## src/rtl/i2c_pkt_pkg.sv

```systemverilog
package i2c_pkt_pkg;
  localparam int REG_W       = 32;
  localparam int BYTE_W      = 8;
  localparam int ADDR_W      = 7;
  localparam int PH_W        = 2;
  localparam int BITCNT_W    = $clog2(BYTE_W + 1);
  localparam int F_START     = 0;
  localparam int F_TX        = 1;
  localparam int F_RX        = 3;
  localparam int F_LAST      = 4;
  localparam int F_STOP      = 5;
  localparam int F_EN        = 16;
  localparam int F_ADDR_LSB  = 24;
  localparam int S_DONE_BIT  = 16;
  localparam int S_NAK_BIT   = 1;
  localparam int S_ACK_BIT   = 0;
  localparam int B_BUSY_BIT  = 16;
  localparam int B_RX_LSB    = 8;

  localparam logic [REG_W-1:0] CMD_USED =
    (((REG_W'(1) << ADDR_W) - 1) << F_ADDR_LSB) | (REG_W'(1) << F_EN) |
    (REG_W'(1) << F_STOP) | (REG_W'(1) << F_LAST) | (REG_W'(1) << F_RX) |
    (REG_W'(1) << F_TX) | (REG_W'(1) << F_START);

  typedef struct packed {
    logic [ADDR_W-1:0] addr;
    logic start;
    logic tx;
    logic rx;
    logic last;
    logic stop;
  } pkt_cmd_t;

  typedef enum logic [2:0] {SQ_IDLE, SQ_START, SQ_BYTE, SQ_STOP, SQ_DONE} seq_st_t;

  function automatic pkt_cmd_t cmd_unpack(input logic [REG_W-1:0] w);
    pkt_cmd_t c;
    c.addr  = w[F_ADDR_LSB +: ADDR_W];
    c.start = w[F_START];
    c.tx    = w[F_TX];
    c.rx    = w[F_RX];
    c.last  = w[F_LAST];
    c.stop  = w[F_STOP];
    return c;
  endfunction

  function automatic logic [BYTE_W-1:0] addr_byte(input logic [ADDR_W-1:0] a, input logic rd);
    return {a, rd};
  endfunction
endpackage

```

## src/rtl/i2c_pkt_cmd_dec.sv

```systemverilog
module i2c_pkt_cmd_dec
  import i2c_pkt_pkg::*;
(
  input  logic             cmd_wr,
  input  logic [REG_W-1:0] cmd_word,
  input  logic             seq_idle,
  output logic             cmd_go,
  output pkt_cmd_t         cmd
);
  logic enable_ok;
  logic reserved_clear;

  assign enable_ok      = cmd_word[F_EN];
  assign reserved_clear = ((cmd_word & ~CMD_USED) == '0);
  assign cmd_go         = cmd_wr && enable_ok && reserved_clear && seq_idle;
  assign cmd            = cmd_unpack(cmd_word);
endmodule

```

## src/rtl/i2c_pkt_seq.sv

```systemverilog
module i2c_pkt_seq
  import i2c_pkt_pkg::*;
(
  input  logic              clk,
  input  logic              rst_n,
  input  logic              tick,
  input  logic              cmd_go,
  input  pkt_cmd_t          cmd_in,
  input  logic [BYTE_W-1:0] tx_in,
  input  logic              scl_in,
  input  logic              sda_in,
  output logic              scl_oe,
  output logic              sda_oe,
  output logic              busy,
  output logic              idle,
  output logic [BYTE_W-1:0] rx_byte,
  output logic              ev_done,
  output logic              ev_ack,
  output logic              ev_nak
);
  localparam logic [PH_W-1:0]     PH_LAST = '1;
  localparam logic [BITCNT_W-1:0] ACK_SLOT = BITCNT_W'(BYTE_W);

  seq_st_t               st_q;
  logic [PH_W-1:0]       ph_q;
  logic [BITCNT_W-1:0]   bit_q;
  logic [BYTE_W-1:0]     sh_q, txb_q, rx_q;
  logic                  smp_q, data_q, busy_q;
  pkt_cmd_t              flg_q;

  logic     step, stalled, byte_end, rx_data, addr_nak_evt;
  seq_st_t  after_st;

  assign stalled  = (ph_q == PH_W'(1)) && !scl_in;
  assign step     = tick && !stalled;
  assign byte_end = step && (ph_q == PH_LAST) && (bit_q == ACK_SLOT);
  assign rx_data  = data_q && flg_q.rx;
  assign after_st = flg_q.stop ? SQ_STOP : SQ_DONE;
  assign addr_nak_evt = (st_q == SQ_BYTE) && !data_q && byte_end && smp_q;

  always_ff @(posedge clk or negedge rst_n) begin
    if (!rst_n) begin
      st_q <= SQ_IDLE; ph_q <= '0; bit_q <= '0; sh_q <= '0; txb_q <= '0;
      rx_q <= '0; smp_q <= 1'b0; data_q <= 1'b0; busy_q <= 1'b0; flg_q <= '0;
      ev_done <= 1'b0; ev_ack <= 1'b0; ev_nak <= 1'b0;
    end else begin
      ev_done <= 1'b0; ev_ack <= 1'b0; ev_nak <= 1'b0;
      unique case (st_q)
        SQ_IDLE: if (cmd_go) begin
          flg_q <= cmd_in; txb_q <= tx_in; ph_q <= '0; bit_q <= '0;
          if (cmd_in.start || (!busy_q && (cmd_in.tx || cmd_in.rx))) begin
            st_q <= SQ_START; data_q <= 1'b0;
          end else if (cmd_in.tx || cmd_in.rx) begin
            st_q <= SQ_BYTE; data_q <= 1'b1;
            sh_q <= cmd_in.rx ? '0 : tx_in;
          end else begin
            st_q <= cmd_in.stop ? SQ_STOP : SQ_DONE;
          end
        end
        SQ_START: if (step) begin
          ph_q <= ph_q + PH_W'(1);
          if (ph_q == PH_W'(1)) busy_q <= 1'b1;
          if (ph_q == PH_LAST) begin
            st_q <= SQ_BYTE; bit_q <= '0;
            sh_q <= addr_byte(flg_q.addr, flg_q.rx);
          end
        end
        SQ_BYTE: if (step) begin
          ph_q <= ph_q + PH_W'(1);
          if (ph_q == PH_W'(2)) smp_q <= sda_in;
          if (ph_q == PH_LAST) begin
            if (bit_q != ACK_SLOT) begin
              sh_q  <= {sh_q[BYTE_W-2:0], smp_q};
              bit_q <= bit_q + BITCNT_W'(1);
            end else begin
              bit_q <= '0;
              if (!data_q) begin
                if (smp_q) begin
                  ev_nak <= 1'b1; st_q <= after_st;
                end else begin
                  ev_ack <= 1'b1;
                  if (flg_q.tx || flg_q.rx) begin
                    data_q <= 1'b1;
                    sh_q   <= flg_q.rx ? '0 : txb_q;
                  end else begin
                    st_q <= after_st;
                  end
                end
              end else begin
                if (flg_q.rx) rx_q <= sh_q;
                else if (smp_q) ev_nak <= 1'b1;
                else ev_ack <= 1'b1;
                st_q <= after_st;
              end
            end
          end
        end
        SQ_STOP: if (step) begin
          ph_q <= ph_q + PH_W'(1);
          if (ph_q == PH_W'(1)) busy_q <= 1'b0;
          if (ph_q == PH_LAST) st_q <= SQ_DONE;
        end
        SQ_DONE: begin
          ev_done <= 1'b1;
          st_q    <= SQ_IDLE;
        end
        default: st_q <= SQ_IDLE;
      endcase
    end
  end

  always_comb begin
    scl_oe = 1'b0;
    sda_oe = 1'b0;
    unique case (st_q)
      SQ_START: begin
        scl_oe = (ph_q == '0) ? busy_q : (ph_q == PH_LAST);
        sda_oe = (ph_q >= PH_W'(2));
      end
      SQ_BYTE: begin
        scl_oe = (ph_q == '0) || (ph_q == PH_LAST);
        if (bit_q == ACK_SLOT) sda_oe = rx_data && !flg_q.last;
        else                   sda_oe = !rx_data && !sh_q[BYTE_W-1];
      end
      SQ_STOP: begin
        scl_oe = (ph_q == '0);
        sda_oe = (ph_q <= PH_W'(1));
      end
      default: scl_oe = busy_q;
    endcase
  end

  assign busy    = busy_q;
  assign idle    = (st_q == SQ_IDLE);
  assign rx_byte = rx_q;

  a_r10_sda_moves_only_for_conditions: assert property (@(posedge clk) disable iff (!rst_n)
    (!scl_oe && !$past(scl_oe) && (sda_oe != $past(sda_oe))) |-> (st_q == SQ_START || st_q == SQ_STOP));
  a_r7_byte_needs_busy: assert property (@(posedge clk) disable iff (!rst_n)
    (st_q == SQ_BYTE) |-> busy_q);
  a_r8_nak_skips_data: assert property (@(posedge clk) disable iff (!rst_n)
    addr_nak_evt |=> (st_q != SQ_BYTE));
  a_r9_cmd_frozen_when_active: assert property (@(posedge clk) disable iff (!rst_n)
    (st_q != SQ_IDLE) |=> $stable(flg_q));
endmodule

```

## src/rtl/i2c_pkt_sts.sv

```systemverilog
module i2c_pkt_sts #(
  parameter int W = 32
) (
  input  logic         clk,
  input  logic         rst_n,
  input  logic [W-1:0] set_vec,
  input  logic         clr_wr,
  input  logic [W-1:0] clr_mask,
  output logic [W-1:0] sts_q
);
  logic [W-1:0] clr_eff;
  assign clr_eff = clr_wr ? clr_mask : '0;

  always_ff @(posedge clk or negedge rst_n) begin
    if (!rst_n) sts_q <= '0;
    else        sts_q <= (sts_q & ~clr_eff) | set_vec;
  end

  for (genvar i = 0; i < W; i++) begin : g_chk
    a_r6_event_sticks: assert property (@(posedge clk) disable iff (!rst_n)
      set_vec[i] |=> sts_q[i]);
  end
endmodule

```

## src/rtl/i2c_pkt_master.sv

```systemverilog
module i2c_pkt_master
  import i2c_pkt_pkg::*;
(
  input  logic              clk,
  input  logic              rst_n,
  input  logic              tick,
  input  logic              cmd_wr,
  input  logic [REG_W-1:0]  cmd_word,
  input  logic [BYTE_W-1:0] tx_byte,
  input  logic              sts_clr_wr,
  input  logic [REG_W-1:0]  sts_clr_mask,
  output logic [REG_W-1:0]  sts_word,
  output logic [REG_W-1:0]  buf_word,
  input  logic              scl_in,
  input  logic              sda_in,
  output logic              scl_oe,
  output logic              sda_oe
);
  logic              cmd_go, seq_idle, busy, ev_done, ev_ack, ev_nak;
  pkt_cmd_t          cmd;
  logic [BYTE_W-1:0] rx_byte;
  logic [REG_W-1:0]  set_vec;

  i2c_pkt_cmd_dec u_dec (
    .cmd_wr(cmd_wr), .cmd_word(cmd_word), .seq_idle(seq_idle),
    .cmd_go(cmd_go), .cmd(cmd)
  );

  i2c_pkt_seq u_seq (
    .clk(clk), .rst_n(rst_n), .tick(tick), .cmd_go(cmd_go), .cmd_in(cmd),
    .tx_in(tx_byte), .scl_in(scl_in), .sda_in(sda_in), .scl_oe(scl_oe),
    .sda_oe(sda_oe), .busy(busy), .idle(seq_idle), .rx_byte(rx_byte),
    .ev_done(ev_done), .ev_ack(ev_ack), .ev_nak(ev_nak)
  );

  always_comb begin
    set_vec             = '0;
    set_vec[S_DONE_BIT] = ev_done;
    set_vec[S_NAK_BIT]  = ev_nak;
    set_vec[S_ACK_BIT]  = ev_ack;
    buf_word                        = '0;
    buf_word[B_BUSY_BIT]            = busy;
    buf_word[B_RX_LSB +: BYTE_W]    = rx_byte;
  end

  i2c_pkt_sts #(.W(REG_W)) u_sts (
    .clk(clk), .rst_n(rst_n), .set_vec(set_vec), .clr_wr(sts_clr_wr),
    .clr_mask(sts_clr_mask), .sts_q(sts_word)
  );
endmodule

```

## config.mk

```make
export PLATFORM = sky130hd
export DESIGN_NAME = i2c_pkt_master
export DESIGN_NICKNAME = d
export VERILOG_FILES = /design/src/rtl/i2c_pkt_pkg.sv /design/src/rtl/i2c_pkt_cmd_dec.sv /design/src/rtl/i2c_pkt_seq.sv /design/src/rtl/i2c_pkt_sts.sv /design/src/rtl/i2c_pkt_master.sv
export SDC_FILE = /design/constraint.sdc
export NUM_CORES = 1
export LEC_CHECK = 0
export BUFFER_PORTS_ARGS = -buffer_cell sky130_fd_sc_hd__buf_2
export CAP_MARGIN = 20
export CELL_PAD_IN_SITES_DETAIL_PLACEMENT = 0
export CELL_PAD_IN_SITES_GLOBAL_PLACEMENT = 1
export CORE_MARGIN = 8
export CORE_UTILIZATION = 34
export DETAILED_ROUTE_END_ITERATION = 10
export GPL_TIMING_DRIVEN = 0
export PLACE_DENSITY_LB_ADDON = 0.1
export SLEW_MARGIN = 20
export SYNTH_ARGS = -nofsm -noshare
export SYNTH_HDL_FRONTEND = slang
export SYNTH_SLANG_ARGS = --single-unit
```

## constraint.sdc

```tcl
create_clock -name clk -period 2.13 [get_ports clk]
set_input_delay 0.213 -clock clk [delete_from_list [all_inputs] [get_ports clk]]
set_output_delay 0.213 -clock clk [all_outputs]
set_load 0.03 [all_outputs]
```

**After elaboration in Yosys (flattened, before gate mapping)**

Index checks and enable logic that the tools add are counted.

- Add/subtract/negate cells: 2
- Multiply operators: 0
- Divide/modulo/power cells: 0
- Magnitude comparators: 2
- Eq/ne operators: 27
- Shift-type cells: 0
- Muxes and demuxes: 75
- Bitwise operators: 4
- Reductions and logical operators: 36

Operators by type and width:

| cell | number |
|---|---|
| 8-bit two-way mux | 13 |
| 3-bit two-way mux | 15 |
| 32-bit AND | 1 |
| 32-bit logical NOT | 1 |
| 32-bit two-way mux | 1 |
| 32-bit NOT | 1 |
| 32-bit by 17-bit OR with 32-bit output | 1 |
| 1-bit two-way mux | 30 |
| 4-bit two-way mux | 6 |
| 8-bit one-hot mux with 3 select lines | 1 |
| 2-bit by 1-bit inequality test with 1-bit output, second input constant | 9 |
| 6-bit AND reduction | 3 |
| 3-bit one-hot mux with 4 select lines | 1 |
| 4-bit one-hot mux with 3 select lines | 1 |
| 11-bit AND reduction | 1 |
| 1-bit logical AND | 9 |
| 3-bit inequality test, second input constant | 3 |
| 9-bit AND reduction | 1 |
| 2-bit inequality test, second input constant | 4 |
| 3-bit by 2-bit == test with 1-bit output, second input constant | 2 |
| 1-bit logical NOT | 6 |
| 1-bit one-hot mux with 3 select lines | 2 |
| 3-bit AND reduction | 2 |
| 2-bit nonzero test | 3 |
| other kinds (23) | 29 |

- Bits in registers: 82
- Bits in latches: 0
- Bits in writable memories: 0
- ROM bits: 0
- Input port bits: 79
- Output and inout bits: 66
- Logic and storage cells: 164
- Memories: 0

**Longest topological paths before layout**

Gate-level depths: netlist of the first run.

- Depth in word-level cells: 8
- Gate-level depth with buffers: 8
- Gate-level depth less buffers: 8

**Hierarchy**

A second synthesis of the first run with hierarchy kept.

- Cells, all modules: 361
- Area total of the unflattened synthesis: 4231.6 um2

By module, submodules not included:

| module | times used | cells an instance | area each (um2) | seq. area each (um2) |
|---|---|---|---|---|
| i2c_pkt_seq | 1 | 218 | 2700.1 | 1251.2 |
| i2c_pkt_sts | 1 | 99 | 1194.9 | 800.8 |
| i2c_pkt_master | 1 | 25 | 183.9 | 0.0 |
| i2c_pkt_cmd_dec | 1 | 19 | 152.6 | 0.0 |

**Worst setup path after synthesis of the first run**

Ideal clock, no wire load.

- Path type: register to output
- Start: register u_seq.st_q[0]
- End: output sda_oe
- Data arrival time: 2.138 ns
- Data required time: 1.917 ns
- Path slack: -0.221 ns
- Stages on the path, launching flop included: 5
- Buffers on the path: 1
- Path through: dfrtp_1 -> buf_2 -> nor3b_2 -> nand2_1 -> o311ai_0

- Cells in the longest elaborated chain, start to end: 2
- Elaborated cells on any way between the ends: 4
- Those cells by class: eq/ne: 3; mux: 1

Ends and longest elaborated chain:

| item | line | text |
|---|---|---|
| from (decl) | i2c_pkt_seq.sv:24 | `seq_st_t st_q;` |
| from (signal assigned) | i2c_pkt_seq.sv:57 | `st_q <= cmd_in.stop ? SQ_STOP : SQ_DONE;` |
| from (signal assigned) | i2c_pkt_seq.sv:86 | `st_q <= after_st;` |
| from (signal assigned) | i2c_pkt_seq.sv:93 | `st_q <= after_st;` |
| 3-bit by 2-bit == test with 1-bit output (tied with other cells) | i2c_pkt_seq.sv:115 | `unique case (st_q)` |
| 1-bit one-hot mux with 3 select lines * | i2c_pkt_seq.sv:115 |  |
| to (decl) | i2c_pkt_master.sv:17 | `output logic sda_oe` |

Every way passes the cells marked *; elsewhere a longest branch is shown, timed or not.

**Worst setup path after layout of the first run**

- Start: register u_seq.st_q[2]
- End: output sda_oe

The elaborated chain is that of the path after synthesis.

==> key figures, run 1 <==
Global routing
  – Initial antenna violation count: 0
  – Largest net degree at the start of global routing: 54
  – Total gr overflow: 0
  – Number of global-route vias before repair: 3072
  – First-pass GRT wire length: roughly 16 mm
  – GRT Util Overall: 13.3%

Final layout
  – N_diodes: 0
  – Non-Filler Instances: ~670
  – Filler cell count: 1113
  – # nets final: 610
  – Fraction of layout cells with a size suffix above 1: a little under half
  – Area delta synth->final: 36.5%

Clocking
  – Worst-skew pair later-pin latency: 0.34 ns
  – H-Tree Depth: 3
  – Clock buffer depth: 2
  – TritonCTS Buffers: 9
  – CTS tree: yes
  – Worst-path clk slew: 0.06 ns
  – Clock sinks: 82
  – CTS Root Cell: clkbuf_16

Logic synthesis
  – Share of the synthesized area in the top cell type: 51.6%
  – Distinct cells, synth: between 40 and 50
  – Sequential-to-total area share from yosys stat: 51.6%
  – Syn Inst Count: 355
  – Synth Register Bits: 82
  – Mapped Area: about 4000 µm²
  – Asr flop ratio synth: 100%
  – Area leader, netlist: dfrtp_1
  – Ys flop type: dfrtp_1
  – Top cells by area, synth: dfrtp_1, mux2_2, a21boi_0
  – Syn_area_per_cell: between 10 and 15 µm²
  – EDFF count, synth: 0
  – Yosys warns: 0

Placement
  – Placed cell count: 642
  – Hpwl dp: 7.97 mm
  – # port buffers: 121
  – Final RePlAce weighted congestion: 0.848

Floorplan
  – Site Rows: 39
  – Die ar.: ~15000 µm²
  – Die Y: 124 µm
  – I/O pins: approximately 150
  – Starting density of the core: 34.8%
  – Die width: 124 µm
  – Core Box Area: 11400 µm²

Route
  – DRT Pass-1 Iters: 4
  – Final WL: about 11 mm
  – Starting DRT DRC Count: around 190
  – WL per Instance: 15.7 µm
  – Routed vias/inst: around 4.7
  – DR DRC count: 0
  – Vias: 3164
  – Number of nets with antenna violations after routing: 0

STA
  – RSZ-0062 raised after global routing: yes
  – Clock Skew: 0.00627 ns
  – Setup ws final: -0.00216 ns
  – Final Cycle Share: 100%
  – FMAX: 469 MHz
  – # setup viols final: 1
  – Final Hold Vio Count: 0
  – Crit path time final: 2.13 ns
  – Max Transition Viols Final: 0

Setup path
  – Critical Path End Type: output pin
  – CP Launch Point: u_seq.st_q[2]
  – Crit path launch type: flop
  – Largest delay contributor family on the critical path: simple AND/OR/NAND/NOR gates
  – CP max stage cell: dfrtp_2
  – Worst r2r src: u_seq.ph_q[1]
  – Arr. time, crit path: 1.92 ns
  – CP max stage delay: 0.45 ns
  – CP Class: flop to output pin
  – Critical path peak fanout: 5
  – Crit path buffers/inverters: 2
  – WP data required: 1.92 ns
  – CP Cell Sequence: or3b_4 -> nor2_4 -> buf_6 -> nand3b_1 -> o311ai_2 -> buf_4

Pwr
  – Final total power: 0.00609 W
  – Pleak: approximately 2.8 nW
  – Power density over cell area: between 1000 and 1500 nW/µm²
  – Peak VDD IR: 0.572 mV

Worst hold path
  – Hold crit path type: primary input to flop
  – Worst hold start: sts_clr_mask[10]

Outcome
  – Outcome: complete, but fails checks
  – Failing checks: setup timing

Job
  – Max cap viols: 0
## flip-flops by register name (all words and copies together) (netlist names)
register	count
u_seq.bit_q	4
u_seq.busy	1
u_seq.data_q	1
u_seq.ev_ack	1
u_seq.ev_done	1
u_seq.ev_nak	1
u_seq.flg_q	11
u_seq.ph_q	2
u_seq.rx_byte	8
u_seq.sh_q	8
u_seq.smp_q	1
u_seq.st_q	3
u_seq.txb_q	8
u_sts.sts_q	32
## worst reg2reg max path: stages (launching register included)
cell	delay, ns
dfrtp_1	0.40
inv_2	0.08
ha_2	0.21
nand2b_4	0.08
nand2_2	0.10
a221oi_4	0.31
nand3_2	0.16
nor2_4	0.15
buf_12	0.14
mux2_2	0.33
## cells in the final DEF, fill, tap and decap left out, drive strengths merged, types with 2 or more instances in the layout
cell / instances
a21oi: 12
a21o: 5
clkinv: 3
or3: 2
a21boi: 29
inv: 8
nor4: 5
clkbuf: 18
nand2: 18
mux2: 37
and3: 2
dfrtp: 82
and2: 5
o21ai: 23
o311ai: 3
nor3: 6
ha: 6
a221oi: 10
nor2: 20
nand2b: 20
mux2i: 2
buf: 166
nor3b: 2
nand3: 9
conb: 23
## path summary, 6_finish.rpt
path	endpoint	slack (ns)	depth (start not counted)
min reg2reg	u_sts.sts_q[0]	0.43	1
max	sda_oe	-0.002	6
max in group asynchronous	u_seq.st_q[1]	1.16	3
max reg2reg	u_seq.sh_q[1]	0.07	9
min	u_sts.sts_q[10]	0.05	2
min in group asynchronous	u_sts.sts_q[28]	0.35	2
## kinds of logic after synthesis
kind of cell,count (synthesis),share of synthesized area (%)
AO/OA/AOI/OAI,89,15.5
adder cells (fa/ha/maj),6,1.89
buffers and inverters,44,6.67
flip-flops,82,51.6
multiplexers,39,11.0
other,1,0.0944
AND/OR/NAND/NOR,94,13.2
## what timing repair did
action	4_1_cts	5_1_grt
hold endpoints to repair	29	0
gates resized for setup	16	15
hold buffers	1	0
pin swaps	6	7
gates cloned	0	0
setup endpoints to repair	38	37
buffers inserted	2	12
## synth_stat cells, types with 2 or more instances
library cell	n
dfrtp_1	82
a21oi_1	12
and3_1	2
buf_2	5
nand2b_1	20
buf_4	25
nand2_1	18
o21ai_0	23
ha_1	6
a21o_1	5
mux2_2	37
and2_1	4
clkbuf_1	7
or3_1	2
inv_1	6
nor4_1	4
a21boi_0	29
o311ai_0	2
nand3_2	2
nand3_1	7
nor2_1	18
a221oi_1	9
nor3_1	4
nor3_2	2
mux2i_1	2
## routing by layer
metal  GRT usage, %  up-vias  share of wire [%]
met4           4.83        0                1.6
met2           20.8      112                 44
met5              0        -                  0
li1               -     1570                  -
met3           4.17       13                8.8
met1           17.0     1469                 45
## metrics by stage
step / cell area (µm²) / util (%) / setup slack (ns) / hold WS, ns / setup TNS (ns)
after floorplan: 4060 / - / 0.0684 / -0.0826 / 0
after global placement: 4840 / 42.4 / -0.299 / 0.404 / -5.85
after detailed placement: 4870 / 42.7 / -0.268 / 0.172 / -5.80
after CTS: 5250 / 46.0 / -0.106 / 0.0371 / -1.99
after global routing: 5420 / 47.5 / -0.0790 / 0.0480 / -0.313
final: 5420 / 47.5 / -0.00216 / 0.0508 / -0.00216
## power by group
| group | internal (W) | switching (W) |
|---|---|---|
| registers | 0.00175 | 0.000200 |
| logic | 0.00122 | 0.00135 |
| clock network | 0.000946 | 0.000629 |
| total | 0.00391 | 0.00218 |
## layout make-up
class,instances,area (µm²),share of cell area [%]
Inverter,7,26.3,0.485
Sequential cell,82,2060,37.9
Buffer,37,250,4.61
Timing Repair Buffer,137,766,14.1
Clock inverter,5,61.3,1.13
Clock buffer,11,243,4.48
Multi-Input combinational cell,251,1840,34.0
Tap cell,143,179,3.30
Power figures use the tool's default switching activity.
==> inputs of run 2 (changes only) <==
--- a/config.mk
+++ b/config.mk
@@ -5,16 +5,16 @@
 export SDC_FILE = /design/constraint.sdc
 export NUM_CORES = 1
 export LEC_CHECK = 0
+export ABC_AREA = 1
 export BUFFER_PORTS_ARGS = -buffer_cell sky130_fd_sc_hd__buf_2
 export CAP_MARGIN = 20
-export CELL_PAD_IN_SITES_DETAIL_PLACEMENT = 0
-export CELL_PAD_IN_SITES_GLOBAL_PLACEMENT = 1
 export CORE_MARGIN = 8
-export CORE_UTILIZATION = 34
+export CORE_UTILIZATION = 45
 export DETAILED_ROUTE_END_ITERATION = 10
 export GPL_TIMING_DRIVEN = 0
-export PLACE_DENSITY_LB_ADDON = 0.1
+export PLACE_DENSITY = 0.75
 export SLEW_MARGIN = 20
 export SYNTH_ARGS = -nofsm -noshare
 export SYNTH_HDL_FRONTEND = slang
+export SYNTH_HIERARCHICAL = 1
 export SYNTH_SLANG_ARGS = --single-unit
==> key figures, run 2 <==
Route
  – Number of nets with antenna violations after routing: 0 (unchanged)
  – Starting DRT DRC Count: 175 (-5.9%)
  – DRT Pass-1 Iters: 4 (unchanged)
  – Routed vias/inst: 4.37 (-7.1%)
  – Vias: 4019 (+27%)
  – WL per Instance: 11.9 µm (-25%)
  – Final WL: 10.9 mm (+3.0%)
  – DR DRC count: 0 (unchanged)

Clocking
  – CTS Root Cell: clkbuf_8
  – TritonCTS Buffers: 9 (unchanged)
  – Worst-skew pair later-pin latency: 0.34 ns (about the same)
  – H-Tree Depth: 3 (unchanged)
  – CTS tree: yes
  – Clock buffer depth: 2 (unchanged)
  – Worst-path clk slew: 0.09 ns (+0.03 ns)
  – Clock sinks: 82 (unchanged)

Final layout
  – N_diodes: 0 (unchanged)
  – Top reg by flops: u_sts/sts_q
  – Max reg flops: 32 (unchanged)
  – Most frequent cells in the layout: nand2_1, buf_2, dfrtp_1, inv_1, conb_1
  – Fraction of layout cells with a size suffix above 1: 28.8% (-18 points)
  – Filler cell count: 934 (-16%)
  – Top flop regs: u_sts/sts_q: 32 flops, u_seq/flg_q: 11 flops
  – Area delta synth->final: 28.5%
  – Most common cell after layout, fill and taps aside: nand2_1
  – # nets final: 864 (+42%)
  – Fin area: 5890 µm² (+8.6%)

Logic synthesis
  – Distinct cells, synth: 35 (-26%)
  – Area leader, netlist: dfrtp_1
  – Yosys warns: 6 (+6)
  – Syn_area_per_cell: 7.66 µm² (-32%)
  – Mapped Area: 4580 µm² (+15%)
  – Synth Register Bits: 82 (unchanged)
  – Share of the synthesized area in the top cell type: 44.8% (-6.8 points)
  – Syn Inst Count: 598 (+68%)
  – EDFF count, synth: 0 (unchanged)
  – Ys flop type: dfrtp_1
  – Most frequent cell after synthesis: nand2_1
  – Asr flop ratio synth: 100% (unchanged)
  – Top cells by count, synth: nand2_1, dfrtp_1, inv_1
  – Top cells by area, synth: dfrtp_1, nand2_1, inv_1
  – Sequential-to-total area share from yosys stat: 44.8% (-6.8 points)

Setup path
  – CP Class: flop to flop
  – CP Cell Sequence: nor2_4 -> nand2_4 -> inv_4 -> inv_2 -> nor2_1 -> nand2_1 -> nor2_1 -> nand2_1 -> nor2_4 -> nand3b_1 -> nand3_4 -> nor2_8 -> nand2_4 -> nand2_2 -> nand2_1
  – Most frequent cell on the critical path: nand2_1
  – Crit path launch type: flop
  – Critical Path End Type: flop
  – CP max stage delay: 0.43 ns (-0.02 ns)
  – Largest delay contributor family on the critical path: simple AND/OR/NAND/NOR gates
  – Arr. time, crit path: 2.30 ns (+0.38 ns)
  – WP data required: 2.36 ns (+0.44 ns)
  – Reg2Reg Setup Slack: 0.06 ns (about the same)
  – Worst r2r path cells: 15 (+6)
  – CP max stage cell: dfrtp_2
  – Crit path buffers/inverters: 2 (unchanged)
  – Critical path peak fanout: 8 (+3)
  – Crit path depth: 15 (+9)

STA
  – Final Cycle Share: 97.2% (-2.9 points)
  – Fin Hold WS: 0.0919 ns (+0.0410 ns)
  – FMAX: 483 MHz (+2.9%)
  – Setup TNS: 0 ns (+0.00216 ns)
  – RSZ-0062 raised after global routing: yes
  – Max Transition Viols Final: 0 (unchanged)
  – Crit path time final: 2.07 ns (-0.0609 ns)
  – Clock Skew: 0.0139 ns (+0.00760 ns)
  – Final Hold Vio Count: 0 (unchanged)
  – # setup viols final: 0 (-1)

Floorplan
  – Die Y: 117 µm (-5.8%)
  – I/O pins: 145 (unchanged)
  – Site Rows: 37 (-5.1%)
  – Die ar.: 13700 µm² (-11%)
  – Core Box Area: 10100 µm² (-12%)
  – Die width: 117 µm (-5.8%)
  – Starting density of the core: 45.4% (+11 points)

Pwr
  – Power density over cell area: 946 nW/µm² (-16%)
  – Peak VDD IR: 0.694 mV (+21%)
  – Pleak: 3.17 nW (+12%)

Placement
  – Final RePlAce weighted congestion: 0.903 (+6.5%)
  – Dpl cell area: 5520 µm² (+13%)
  – Hpwl dp: 8.60 mm (+7.9%)
  – # port buffers: 109 (-9.9%)

Global routing
  – GRT Util Overall: 16.0% (+2.7 points)
  – First-pass GRT wire length: 17.5 mm (+11%)
  – Number of global-route vias before repair: 4035 (+31%)
  – Largest net degree at the start of global routing: 48 (-11%)
  – Total gr overflow: 0 (unchanged)
  – Initial antenna violation count: 0 (unchanged)

Job
  – Max cap viols: 0 (unchanged)

Worst hold path
  – Hold crit path type: primary input to flop
  – Hold Path Depth: 2 (unchanged)

Outcome
  – Outcome: finished, final reports clean
==> run 2: changes by cell type after synthesis, moves of 7 or more <==
cell / before / now
a221oi_1: 9 / 0
o21ai_1: 0 / 13
nand3_1: 7 / 38
nand2b_1: 20 / 0
inv_1: 6 / 79
mux2_2: 37 / 1
a21boi_0: 29 / 0
buf_4: 25 / 37
nand2_1: 18 / 215
mux2_4: 0 / 7
nor2_1: 18 / 42
==> run 2: area by class of cell <==
class                      count  area (µm²)  share of cell area (%)
timing repair buffer         119         661                    11.2
sequential                    82        2050                    34.9
multi-input combinational    435        2100                    35.6
clock buffer                  11         131                    2.23
buffer                        49         370                    6.29
inverter                      83         317                    5.38
tap                          136         170                    2.89
clock inverter                 5        86.3                    1.47
==> run 2: path summary, 6_finish.rpt <==
| kind | endpoint | startpoint |
|---|---|---|
| min in group asynchronous | u_sts/sts_q[3] | rst_n |
| max in group asynchronous | u_seq/st_q[1] | rst_n |
| hold reg to reg | u_sts/sts_q[1] | u_seq/ev_nak |
| hold / removal | u_seq/flg_q[9] | cmd_word[28] |
| setup reg to reg | u_seq/sh_q[7] | u_seq/st_q[0] |
| setup / recovery | u_seq/sh_q[7] | u_seq/st_q[0] |
==> run 2: logic make-up (layout without fill, tap and decap cells) <==
| kind of cell | count (synthesis) | count (layout) | synth area share (%) |
|---|---|---|---|
| AOI/OAI and AO/OA | 44 | 44 | 5.16 |
| xor gates and xnor gates | 1 | 1 | 0.191 |
| adders and majority gates | 6 | 6 | 1.64 |
| buffers and inverters | 133 | 267 | 14.9 |
| DFF | 82 | 82 | 44.8 |
| muxes | 8 | 8 | 2.54 |
| other | 1 | 52 | 0.0819 |
| and+or+nand+nor | 323 | 324 | 30.7 |
==> run 2: repair_timing <==
| item | CTS | global route |
|---|---|---|
| hold endpoints to repair | 35 | 0 |
| setup buffers | 3 | 5 |
| gates resized for setup | 8 | 17 |
| setup endpoints to repair | 17 | 18 |
| cloned | 1 | 0 |
| hold buffers | 1 | 0 |
| pin swaps | 2 | 9 |
==> run 2: metrics by stage <==
| stage | setup slack [ns] | cells | utilization, % | total power (W) |
|---|---|---|---|---|
| 2_1_floorplan | 0.121 | 649 | - | 0.00349 |
| 3_3_place_gp | -0.114 | 894 | 54.4 | 0.00394 |
| 3_5_place_dp | -0.138 | 895 | 54.7 | 0.00400 |
| 4_1_cts | 0.0200 | 916 | 57.6 | 0.00544 |
| 5_1_grt | -0.0915 | 920 | 58.3 | 0.00595 |
| 6_report | 0.0588 | 920 | 58.3 | 0.00557 |
==> run 2: report_power, final <==
group / leakage (nW) / internal (W) / switching [W]
combinational: 2.05 / 0.000900 / 0.00154
sequential: 1.01 / 0.00174 / 0.000156
clock: 0.108 / 0.000671 / 0.000566
==> run 2: routing by layer <==
layer  GRT usage (%)  vias up  share of wire (%)
li1                -     2105                  -
met1            18.5     1754                 42
met2            28.0      147                 47
met3            4.36       13                9.3
met4            5.63        0                1.5
met5               0        -                  0
==> inputs of run 3 (changes only) <==
--- a/config.mk
+++ b/config.mk
@@ -10,6 +10,7 @@
 export CAP_MARGIN = 20
 export CORE_MARGIN = 8
 export CORE_UTILIZATION = 45
+export CTS_CLUSTER_SIZE = 8
 export DETAILED_ROUTE_END_ITERATION = 10
 export GPL_TIMING_DRIVEN = 0
 export PLACE_DENSITY = 0.75
==> constraint.sdc (replaced) <==
create_clock -name clk -period 2.13 [get_ports clk]
set_input_delay 0.3195 -clock clk [delete_from_list [all_inputs] [get_ports clk]]
set_output_delay 0.3195 -clock clk [all_outputs]
set_load 0.03 [all_outputs]
==> key figures, run 3 (synthesis gave the netlist of run 2 again) <==
STA
  – # setup viols final: 0 (unchanged)
  – Crit path time final: 2.06 ns (-0.0157 ns)
  – Final Hold Vio Count: 0 (unchanged)
  – Setup ws final: 0.0745 ns (+0.0157 ns)
  – Clock Skew: 0.0133 ns (-0.000575 ns)
  – Max Transition Viols Final: 0 (unchanged)
  – FMAX: 487 MHz (+0.77%)
  – RSZ-0062 raised after global routing: yes
  – Fin Hold WS: 0.195 ns (+0.103 ns)
  – Final Cycle Share: 96.5% (-0.74 points)

Placement
  – Post-Place Setup Slack: -0.138 ns (unchanged)
  – Hpwl dp: 8.60 mm (unchanged)
  – # port buffers: 109 (unchanged)
  – Final RePlAce weighted congestion: 0.903 (unchanged)
  – Placed cell count: 895 (unchanged)
  – Dpl cell area: 5520 µm² (unchanged)

Pwr
  – Peak VDD IR: 0.847 mV (+22%)
  – Power density over cell area: 954 nW/µm² (+0.81%)
  – Pleak: 3.20 nW (+1.0%)

Job
  – Max cap viols: 0 (unchanged)

Worst hold path
  – Worst hold start: cmd_word[28]
  – Hold Path Depth: 2 (unchanged)
  – Hold crit path type: primary input to flop
  – Hold EP: u_seq/flg_q[9]

Global routing
  – Number of global-route vias before repair: 4036 (+0.025%)
  – Met3 usage: 4.31% (-0.051 points)
  – First-pass GRT wire length: 17.6 mm (+0.39%)
  – Largest net degree at the start of global routing: 48 (unchanged)
  – Gr busiest metal: met2
  – Met2 Use GR: 28.3% (+0.31 points)
  – GRT Util Overall: 16.1% (+0.055 points)
  – Initial antenna violation count: 0 (unchanged)
  – GRT met1 Usage: 18.5% (+0.064 points)
  – Total gr overflow: 0 (unchanged)

Route
  – Starting DRT DRC Count: 211 (+21%)
  – Vias: 4061 (+1.0%)
  – Final WL: 11.1 mm (+1.4%)
  – Number of nets with antenna violations after routing: 0 (unchanged)
  – WL per Instance: 11.9 µm (+0.75%)
  – DRT Pass-1 Iters: 4 (unchanged)
  – Routed vias/inst: 4.39 (+0.39%)
  – DR DRC count: 0 (unchanged)

Floorplan
  – Die width: 117 µm (unchanged)
  – Site Rows: 37 (unchanged)
  – I/O pins: 145 (unchanged)
  – Die ar.: 13700 µm² (unchanged)
  – Starting density of the core: 45.4% (unchanged)
  – Core Box Area: 10100 µm² (unchanged)
  – Die Y: 117 µm (unchanged)

Clocking
  – Worst-path clk slew: 0.09 ns (about the same)
  – H-Tree Depth: 3 (unchanged)
  – CTS tree: yes
  – Worst-skew pair later-pin latency: 0.34 ns (about the same)
  – Clock sinks: 82 (unchanged)
  – TritonCTS Buffers: 9 (unchanged)
  – CTS Root Cell: clkbuf_8
  – Clock buffer depth: 2 (unchanged)

Setup path
  – Reg2Reg Setup Slack: 0.07 ns (+0.02 ns)
  – Critical Path End Type: flop
  – WP data required: 2.42 ns (+0.06 ns)
  – Arr. time, crit path: 2.35 ns (+0.05 ns)
  – Worst r2r src: u_seq/st_q[1]
  – Worst r2r path cells: 15 (unchanged)
  – Crit path launch type: flop
  – Critical path peak fanout: 4 (-4)
  – CP Launch Point: u_seq/st_q[1]
  – Reg2Reg Capture Point: u_seq/sh_q[3]
  – CP Class: flop to flop

Final layout
  – Area delta synth->final: 30.2%
  – Most frequent cells in the layout: nand2_1, buf_2, dfrtp_1, inv_1, buf_4
  – Fin area: 5960 µm² (+1.3%)
  – Top reg by flops: u_sts/sts_q
  – N_diodes: 0 (unchanged)
  – Sequential cell area: 2050 µm² (unchanged)
  – # nets final: 870 (+0.69%)
  – Max reg flops: 32 (unchanged)
  – Most common cell after layout, fill and taps aside: nand2_1
  – Multi-input gate area: 2120 µm² (+0.95%)
  – Filler cell count: 913 (-2.2%)
  – Non-Filler Instances: 926 (+0.65%)
  – Top flop regs: u_sts/sts_q: 32 flops, u_seq/flg_q: 11 flops
  – Fraction of layout cells with a size suffix above 1: 29.7% (+0.92 points)

Outcome
  – Outcome: finished, final reports clean
-- run 3: changes by cell type in the layout (fill, tap and decap cells not counted) --
cell	before	now
buf_2	111	110
buf_4	46	54
buf_6	5	6
clkbuf_2	1	0
nor2_4	8	9
nand3_1	38	35
nor2_1	40	39
nand2_2	10	9
nand3_2	0	3
nand2_1	208	209
clkbuf_4	1	0
-- run 3: worst max-delay path, cell delays in order, from the launching register on --
cell	delay (ns)
dfrtp_2	0.45
nor2_4	0.16
nand2_4	0.08
inv_4	0.07
inv_2	0.03
nor2_1	0.07
nand2_1	0.05
nor2_1	0.08
nand2_1	0.09
nor2_4	0.13
nand3b_1	0.20
nand3_4	0.14
buf_12	0.16
nor2_4	0.14
nand3_1	0.09
nand2_1	0.08
-- run 3: how the worst max path moves through the flow --
stage	endpoint	cells after the start
global placement	u_seq/sh_q[3]	15
finish	u_seq/sh_q[3]	15
CTS	scl_oe	9
floorplan	u_seq/sh_q[1]	15
global route	u_seq/sh_q[3]	15
detailed placement	u_seq/sh_q[7]	15
-- run 3: layer usage --
metal	up-vias	share of wire [%]
met5	-	0
met4	0	1.5
met3	13	9.6
met2	159	47
met1	1771	42
li1	2118	-
-- run 3: power by group --
part           leakage (nW)  internal, W  total [W]  switching [W]
Sequential             1.01      0.00174    0.00190       0.000157
Clock                 0.108     0.000671    0.00124       0.000568
Combinational          2.08     0.000965    0.00255        0.00158
-- run 3: final cells by class --
cell class                 count  share of cell area [%]
buffer                        48                    6.19
clock buffer                  11                    2.20
clock inverter                 5                    1.45
inverter                      83                    5.31
multi-input combinational    435                    35.5
sequential                    82                    34.5
tap                          136                    2.85
timing repair buffer         126                    12.0
-- run 3: repair_timing --
action / CTS / global route
pin swaps: 3 / 6
hold endpoints to repair: 35 / 0
endpoints found under the setup margin: 17 / 18
hold buffers: 1 / 0
setup buffers: 6 / 9
gates resized for setup: 11 / 19
cloned: 1 / 0
-- run 3: stage by stage --
step / utilization, % / TNS [ns] / total power (W)
global placement: 54.4 / -1.12 / 0.00394
floorplan: - / 0 / 0.00349
finish: 59.1 / 0 / 0.00569
global route: 59.1 / -0.624 / 0.00606
detailed placement: 54.7 / -1.22 / 0.00400
CTS: 57.9 / 0 / 0.00549
